**src/rtl/dec_pkg.sv**
```systemverilog
package dec_pkg;
    typedef enum logic {
        ST_PASS   = 1'b0,
        ST_FROZEN = 1'b1
    } hold_state_t;

    localparam int STYLE_CLOCKED = 0;
    localparam int STYLE_LATCH   = 1;
endpackage

```
**src/rtl/addr_hold.sv**
```systemverilog
module addr_hold
    import dec_pkg::*;
#(
    parameter int ADDR_W     = 4,
    parameter int HOLD_STYLE = STYLE_CLOCKED
) (
    input  logic              clk,
    input  logic              rst_n,
    input  logic [ADDR_W-1:0] addr,
    input  logic              latch_en,
    output logic [ADDR_W-1:0] sel
);
    hold_state_t state;

    // State register: open (to ST_PASS) or freeze (to ST_FROZEN)
    always_ff @(posedge clk or negedge rst_n) begin
        if (!rst_n) begin
            state <= ST_PASS;
        end else begin
            unique case (state)
                ST_PASS:   state <= latch_en ? ST_PASS : ST_FROZEN;
                ST_FROZEN: state <= latch_en ? ST_PASS : ST_FROZEN;
                default:   state <= ST_PASS;
            endcase
        end
    end

    generate
        if (HOLD_STYLE == STYLE_LATCH) begin : g_latch
            logic [ADDR_W-1:0] held;
            always_latch begin
                if (!rst_n)        held = '0;
                else if (latch_en) held = addr;
            end
            assign sel = held;
        end else begin : g_clocked
            logic [ADDR_W-1:0] held_q;
            always_ff @(posedge clk or negedge rst_n) begin
                if (!rst_n)        held_q <= '0;
                else if (latch_en) held_q <= addr;
            end
            // Output process: live bypass while open, stored value otherwise
            always_comb begin
                if (latch_en) sel = addr;
                else          sel = held_q;
            end
        end
    endgenerate

    // once frozen and still closed, the selection cannot move
    assert_hold_stable_R3: assert property (@(posedge clk) disable iff (!rst_n)
        (state == ST_FROZEN && !latch_en) |-> (sel == $past(sel)));
endmodule

```
**src/rtl/line_decode.sv**
```systemverilog
module line_decode #(
    parameter int ADDR_W = 4,
    localparam int LINES = 1 << ADDR_W
) (
    input  logic [ADDR_W-1:0] sel,
    output logic [LINES-1:0]  onehot
);
    generate
        for (genvar i = 0; i < LINES; i++) begin : g_line
            assign onehot[i] = (sel == ADDR_W'(i));
        end
    endgenerate
endmodule

```
**src/rtl/line_gate.sv**
```systemverilog
module line_gate #(
    parameter int LINES = 16
) (
    input  logic [LINES-1:0] onehot,
    input  logic             out_en_n,
    output logic [LINES-1:0] lines
);
    assign lines = out_en_n ? '0 : onehot;
endmodule

```
**src/rtl/latched_line_decoder.sv**
```systemverilog
module latched_line_decoder
    import dec_pkg::*;
#(
    parameter int ADDR_W     = 4,
    parameter int HOLD_STYLE = STYLE_CLOCKED,
    localparam int LINES     = 1 << ADDR_W
) (
    input  logic              clk,
    input  logic              rst_n,
    input  logic [ADDR_W-1:0] addr,
    input  logic              latch_en,
    input  logic              out_en_n,
    output logic [LINES-1:0]  lines
);
    logic [ADDR_W-1:0] sel;
    logic [LINES-1:0]  onehot;

    addr_hold #(.ADDR_W(ADDR_W), .HOLD_STYLE(HOLD_STYLE)) u_hold (
        .clk(clk), .rst_n(rst_n), .addr(addr), .latch_en(latch_en), .sel(sel)
    );

    line_decode #(.ADDR_W(ADDR_W)) u_decode (
        .sel(sel), .onehot(onehot)
    );

    line_gate #(.LINES(LINES)) u_gate (
        .onehot(onehot), .out_en_n(out_en_n), .lines(lines)
    );

    assert_at_most_one_R4: assert property (@(posedge clk) disable iff (!rst_n)
        $onehot0(lines));
    assert_exactly_one_R4: assert property (@(posedge clk) disable iff (!rst_n)
        !out_en_n |-> ($countones(lines) == 1));
    assert_disabled_quiet_R5: assert property (@(posedge clk) disable iff (!rst_n)
        out_en_n |-> (lines == '0));
    assert_demux_route_R7: assert property (@(posedge clk) disable iff (!rst_n)
        lines[sel] == !out_en_n);
endmodule

```
**config.mk**
```make
export PLATFORM = sky130hd
export DESIGN_NAME = latched_line_decoder
export DESIGN_NICKNAME = d
export VERILOG_FILES = /design/src/rtl/dec_pkg.sv /design/src/rtl/addr_hold.sv /design/src/rtl/line_decode.sv /design/src/rtl/line_gate.sv /design/src/rtl/latched_line_decoder.sv
export SDC_FILE = /design/constraint.sdc
export NUM_CORES = 1
export LEC_CHECK = 0
export BUFFER_PORTS_ARGS = -buffer_cell sky130_fd_sc_hd__buf_2
export CAP_MARGIN = 20
export CORE_AREA = 2 2 39 41
export CTS_CLUSTER_SIZE = 40
export DETAILED_ROUTE_END_ITERATION = 12
export DIE_AREA = 0 0 41 43
export HOLD_SLACK_MARGIN = 0.1
export PLACE_DENSITY = 0.53
export SLEW_MARGIN = 10
export SYNTH_ARGS = -nofsm -noshare
export SYNTH_HDL_FRONTEND = slang
export SYNTH_SLANG_ARGS = --single-unit
```
**constraint.sdc**
```tcl
create_clock -name clk -period 3.56 [get_ports clk]
set_input_delay 0.534 -clock clk [delete_from_list [all_inputs] [get_ports clk]]
set_output_delay 0.534 -clock clk [all_outputs]
set_load 0.05 [all_outputs]
```
# Yosys cells after proc, flatten, opt, wreduce, memory -nomap -nowiden
# Index checks and enable logic that the tools add are counted.
dict set report word_totals {
  regBits 4
  in_bits 8
  out_inout_bits 16
  elab_cells 19
}
dict set report op_classes {
  eq_ne 15
  mux 2
  reduce_logical 1
}
# cell n
set op_table {}
lappend op_table {{4-bit == test, second input constant} 8}
lappend op_table {{4-bit by 3-bit == test with 1-bit output, second input constant} 4}
lappend op_table {{16-bit 2-to-1 mux} 1}
lappend op_table {{4-bit by 2-bit == test with 1-bit output, second input constant} 2}
lappend op_table {{4-bit by 1-bit == test with 1-bit output, second input constant} 1}
lappend op_table {{4-bit logical NOT} 1}
lappend op_table {{4-bit 2-to-1 mux} 1}

# Logic depth before layout (Yosys ltp)
# Gate-level depths: netlist of the first run.
dict set report depth {
  depth_word 3
  mapped_depth 4
  depth_no_buf 4
}

# By module
# Synthesis of the first run repeated with hierarchy kept, for this count alone.
dict set report unflattened {
  hier_cells 45
  hier_area_um2 515.5
}
# mod instances cells_per_inst area_each_um2 seq_area_each_um2
set by_module_without_submodules {}
lappend by_module_without_submodules {line_decode 1 20 226.5 0.0}
lappend by_module_without_submodules {addr_hold 1 8 145.1 100.1}
lappend by_module_without_submodules {line_gate 1 17 143.9 0.0}

# Least setup slack after synthesis of the first run
# Ideal clock, no wire load.
dict set report synth_path {
  kind {input to output}
  from {in latch_en}
  to {out lines[10]}
  arrival_time_ns 2.141
  required_time_ns 3.026
  path_slack_ns 0.885
  stages 4
  path_buffers 1
  path_cell_list {buf_2 -> nor4b_1 -> a31oi_1 -> nor3_1}
}
dict set report synth_between {
  elab_chain_len 3
}
# element line
set synth_lines {}
lappend synth_lines {{start: declaration} latched_line_decoder.sv:11} ;# input logic latch_en,
lappend synth_lines {{4-bit 2-to-1 mux} addr_hold.sv:44} ;# if (latch_en) sel = addr;
lappend synth_lines {{4-bit == test} line_decode.sv:10} ;# assign onehot[i] = (sel == ADDR_W'(i));
lappend synth_lines {{16-bit 2-to-1 mux} line_gate.sv:8} ;# assign lines = out_en_n ? '0 : onehot;
lappend synth_lines {{end: declaration} latched_line_decoder.sv:13} ;# output logic [LINES-1:0] lines
# No other way between the ends.

# Worst setup path after layout of the first run
dict set report layout_path {
  from {in latch_en}
  to {out lines[6]}
}
dict set report layout_between {
  elab_chain_len 3
}
# element line
set layout_lines {}
lappend layout_lines {{4-bit 2-to-1 mux} addr_hold.sv:44}
lappend layout_lines {{named net sel[0]} latched_line_decoder.sv:15} ;# logic [ADDR_W-1:0] sel;
lappend layout_lines {{4-bit by 3-bit == test with 1-bit output} line_decode.sv:10}
lappend layout_lines {{16-bit 2-to-1 mux} line_gate.sv:8}
# The timed path passes the listed nets, and every way through them passes these cells.

==> metrics.txt, run 1 <==
status finished, final reports clean; Ports 24; clk root buf clkbuf_4; VDD IR max 157.3 µV; fin nets between 70 and 80; area fraction of the dominant cell type after synthesis 0.3065; synthesized cell area 326.6 µm²; Worst Path Buf+Inv 3; vias in the first global route approximately 290; CP arrival 1.99 ns; crit-path max FO 12; Starting DRT DRC Count 12; Finished Cell Area roughly 490 µm²; Post-synth EDFFs 0; post-synthesis average cell area around 7.8 µm²; Routed Antenna Nets 0; slowest CP cell or3_4; Sw Ratio 0.3603; clk slew on worst S/H paths approximately 0.03 ns; Power Density between 300 and 400 mW/mm²; Leakage Power 0.2564 nW; count leader, synth nor2_1; Worst Hold Class reg -> reg; Combinational Power Share 0.353; worst-margin pin slew 0.3773 ns; critical path depth 6; fmax between 300 and 400 MHz; P&R area growth vs syn 49.81%; Non-Filler Instances 84; hold depth 2; Seq pwr share 0.324; Largest Register u_hold.g_clocked.held_q; CTS tree done; synth top area cells dfrtp_1 31%, nor2_1 17%, mux2i_2 8.4%; Final Util 0.3535; Critical Setup Path Class in -> out; Tmin final between 2 and 3 ns; GRT Util Overall 0.1000; CP dominant cell by count buf_2; CTS Buffer Depth 2; placed insts 80; Critical Path RT 3.03 ns; library cells used by synthesis 15; GRT overflow 0; width of the die a little over 40 µm; worst reg2reg path depth 2; synthesized net count 50; Seq/Total Area, Yosys 0.3065; CP startpoint kind primary input; setup fix buffers added after clock tree synthesis 0; Place WS about 1.0 ns; Sw Pwr approximately 0.00006 W; max_slew headroom 0.7473; DRC 0; post-CTS sizing 0; RSZ-0062 raised after global routing false; total clock sinks 4; Post-DP Area about 460 µm²; Hold Violations, Final 0; Num CTS Buffers 3; Die ar. 0.001763 mm²; WL per Instance slightly above 10 µm; slack of the critical path 1.032 ns; setup TNS 0 ns; clock power share 0.323; Primary FF master, synth dfrtp_1; hpwl dp around 700 µm; P_int 0.0001064 W; max reg flops 4; Final period util 0.7102; antenna cells 0; DR vias/cell approximately 4.6; Slew Viols, Final 0; Clock Latency Late Sink approximately 0.23 ns; #FFs+latches synth 4; Post-Route Skew 0 ns; port buffer count 23; core outline area roughly 0.0014 mm²; YS warnings 0; Max Cap Viol 0; Vias ~390; Routed WL a little under 900 µm; largest registers u_hold.g_clocked.held_q x4; initial core utilization 0.2360; layout cells sized above 1 0.5000; first-pass GRT wire length around 1100 µm; H-tree Lvls 1; Max stage delay on crit path about 0.39 ns; Async SR Flop Fraction 1.000; Worst Setup End Kind output port; CP delay by family, top buffers and inverters; TritonRoute pass-1 iters 2; initial antenna violation count 0; Cell Chain, Critical Path buf_2 > mux2i_2 > inv_2 > or3_4 > nor2_1 > buf_2; largest net degree at the start of global routing 13; setup violators final 0; Commonest cells post-synth 15 x nor2_1, 5 x nor3_1, 4 x dfrtp_1; GPL Wtd Cong 0.6775; Synth area leader dfrtp_1; Cells after Synth 42; Die Y 43 µm; row count 14
[worst register-to-register path: stages (launching register included)]
cell and delay (ns):
dfrtp_1 0.37, mux2i_2 0.26, inv_2 0.10
[final timing paths]
path	startpoint	end	slack, ns
hold reg to reg	u_hold.g_clocked.held_q[0]	u_hold.g_clocked.held_q[0]	0.58
hold / removal	u_hold.g_clocked.held_q[0]	u_hold.g_clocked.held_q[0]	0.58
setup / recovery	latch_en	lines[6]	1.03
max in group asynchronous	rst_n	u_hold.g_clocked.held_q[2]	2.81
setup reg to reg	u_hold.g_clocked.held_q[1]	u_hold.g_clocked.held_q[1]	2.70
min in group asynchronous	rst_n	u_hold.g_clocked.held_q[0]	0.64
[cells in the final DEF (no fill, tap or decap)]
| master | Yosys | layout |
|---|---|---|
| a21oi_1 | 1 | 1 |
| a31oi_1 | 2 | 2 |
| a32oi_1 | 1 | 1 |
| and3b_1 | 1 | 1 |
| buf_2 | 1 | 23 |
| clkbuf_4 | 0 | 3 |
| dfrtp_1 | 4 | 4 |
| dlygate4sd3_1 | 0 | 1 |
| inv_1 | 1 | 1 |
| inv_2 | 2 | 2 |
| mux2_2 | 2 | 2 |
| mux2i_2 | 2 | 2 |
| nor2_1 | 15 | 15 |
| nor3_1 | 5 | 5 |
| nor4b_1 | 1 | 1 |
| or3_1 | 2 | 2 |
| or3_4 | 2 | 2 |
[kinds of logic after synthesis]
kind of cell / Yosys count / synth area share
and+or+nand+nor: 26 / 0.4099
muxes: 4 / 0.1533
AOI/OAI and AO/OA: 4 / 0.08044
buffers and inverters: 4 / 0.04979
DFF: 4 / 0.3065
[timing repair]
item | in CTS | in global routing
endpoints found under the setup margin | 0 | 0
hold buffers | 1 | 0
hold endpoints to repair | 4 | 0
[routing by layer]
layer	track usage	vias to the layer above	part of all wire
li1	-	201	-
met4	0.1000	0	0
met2	0.1344	20	0.40
met5	0	-	0
met3	0.03141	0	0.11
met1	0.1148	167	0.49
[layout make-up]
class | instances | area [µm²]
Timing Repair Buffer | 24 | 125.1
Inverter | 3 | 11.26
Fill cell | 146 | 894.6
Multi-Input combinational cell | 34 | 210.2
Tap cell | 16 | 20.02
Clock buffer | 3 | 22.52
Sequential cell | 4 | 100.1
[metrics by stage]
stage	power (W)	hold WS (ns)
after floorplan	0.00009622	0.2384
after global placement	0.0001121	0.3428
after detailed placement	0.0001125	0.3416
after CTS	0.0001704	0.5737
after global routing	0.0001819	0.5888
final	0.0001664	0.5772
[power groups by stage]
stage / sequential (W) / combinational (W) / clock (W)
2_1_floorplan: 0.0000536 / 0.0000426 / 0
6_report: 0.0000540 / 0.0000587 / 0.0000537
3_3_place_gp: 0.0000542 / 0.0000580 / 0
5_1_grt: 0.0000544 / 0.0000626 / 0.0000649
4_1_cts: 0.0000539 / 0.0000589 / 0.0000576
3_5_place_dp: 0.0000544 / 0.0000581 / 0
No activity file was read; power rests on OpenSTA's default activity.
==> run 2: changes to the inputs <==
Settings changed: PLACE_DENSITY 0.53 to 0.55.
Clock period 3.56 ns to 2.12 ns, I/O delays scaled along.
==> metrics.txt, run 2 (synthesized netlist as in run 1, its figures left out) <==
status finished, final reports clean; fmax 500.6 MHz; Routed WL ~850 µm; largest net degree at the start of global routing 11; most common cell after layout, fill and taps aside buf_2; reg-to-reg setup timing slack about 1.3 ns; crit-path max FO 5; CP delay by family, top simple AND/OR/NAND/NOR gates; P&R area growth vs syn 54.41%; max_slew headroom 0.7385; GRT Util Overall 0.1079; Hold Violations, Final 0; total power around 0.00028 W; CTS Buffer Depth 2; CP Launch Point u_hold.g_clocked.held_q[0]; post-CTS sizing 0; Tmin final 1.998 ns; sequential standard cell area about 100 µm²; clk root buf clkbuf_4; hpwl dp 740.6 µm; most frequent cells in the layout 23 x buf_2, 15 x nor2_1, 5 x nor3_1; Finished Cell Area 504.2 µm²; Die Y ~43 µm; Cell Chain, Critical Path mux2i_2 > inv_2 > or3_4 > nor2_1 > buf_2; GRT overflow 0; WL per Instance approximately 9.9 µm; multi-input combinational cell area roughly 210 µm²; total clock sinks 4; clk slew on worst S/H paths 0.04 ns; Post-DP Area around 470 µm²; H-tree Lvls 1; width of the die 41 µm; layout cells sized above 1 0.5143; Max Cap Viol 0; setup fix buffers added after clock tree synthesis 0; RSZ-0062 raised after global routing false; worst reg2reg path startpoint u_hold.g_clocked.held_q[0]; Worst Setup End Kind output port; CTS Hold Bufs 1; R2R Path End u_hold.g_clocked.held_q[0]; CP endpoint lines[4]; Starting DRT DRC Count 1; critical path depth 5; CP startpoint kind register; Max stage delay on crit path about 0.38 ns; Largest Register u_hold.g_clocked.held_q; initial core utilization 0.2360; worst-margin pin slew 0.3923 ns; Power Density 561.7 mW/mm²; largest registers u_hold.g_clocked.held_q x4; first-pass GRT wire length ~1300 µm; setup violators final 0; port buffer count 23; setup TNS 0 ns; Leakage Power around 0.27 nW; worst reg2reg path depth 2; GPL Wtd Cong 0.5913; Fill cells 158; CTS tree done; row count 14; slowest CP cell or3_4; max reg flops 4; TritonRoute pass-1 iters 4; Post-Route Skew 0 ns; Num CTS Buffers 3; VDD IR max around 220 µV; vias in the first global route roughly 340; Worst Path Buf+Inv 2; DR vias/cell 4.512; Critical Setup Path Class reg -> out; CP arrival roughly 1.7 ns; Routed Antenna Nets 0; Ports 24; hold depth 3; Clock Latency Late Sink between 0.2 and 0.25 ns; initial antenna violation count 0; antenna cells 0; Final period util 0.9423; Die ar. about 0.0018 mm²; Critical Path RT 1.80 ns; fin nets 80; Vias 388; Worst Hold Class in -> reg; DRC 0; Slew Viols, Final 0; core outline area 0.001384 mm²
==> run 2: changes by cell type in the layout (fill, tap and decap cells not counted) <==
cell / change
buf_4: +2
==> run 2: layout make-up <==
| class | instances | share of cell area |
|---|---|---|
| clock buffer | 3 | 0.04466 |
| inverter | 3 | 0.02233 |
| timing repair buffer | 26 | 0.2779 |
| tap | 16 | 0.03970 |
| sequential | 4 | 0.1985 |
| multi-input combinational | 34 | 0.4169 |
==> run 2: how the worst min path moves through the flow <==
stage | startpoint | endpoint | slack [ns]
after global routing | addr[1] | u_hold.g_clocked.held_q[1] | 0.38
after CTS | addr[1] | u_hold.g_clocked.held_q[1] | 0.36
after floorplan | rst_n | u_hold.g_clocked.held_q[0] | 0.02
after detailed placement | rst_n | u_hold.g_clocked.held_q[0] | 0.13
after global placement | rst_n | u_hold.g_clocked.held_q[1] | 0.13
final | addr[1] | u_hold.g_clocked.held_q[1] | 0.37
==> run 2: layer usage <==
layer,vias to the layer above,track usage,share of wire
met4,0,0.04000,0
met2,20,0.1813,0.45
met5,-,0,0
met3,0,0.05759,0.13
met1,162,0.1042,0.42
li1,206,-,-
==> run 2: worst register-to-register path: stages (launching register included) <==
cell and delay [ns]:
dfrtp_1 0.36, mux2i_2 0.24, inv_2 0.10
==> run 2: power breakdown <==
group / leakage [nW] / internal (W) / switching, W
combinational: 0.205 / 0.0000347 / 0.0000670
clock: 0.0138 / 0.0000631 / 0.0000280
sequential: 0.0468 / 0.0000845 / 0.00000596
total: 0.266 / 0.000182 / 0.000101
==> run 2: stage by stage <==
stage               hold slack (ns)    util  std cells  worst slack (ns)
finish                       0.3652  0.3644         86            0.1224
global route                 0.3815  0.3644         86           0.02303
CTS                          0.3595  0.3644         86            0.1047
detailed placement           0.1305  0.3409         82            0.1941
global placement             0.1269  0.3409         82            0.1996
floorplan                   0.02241       -         42           -0.1232
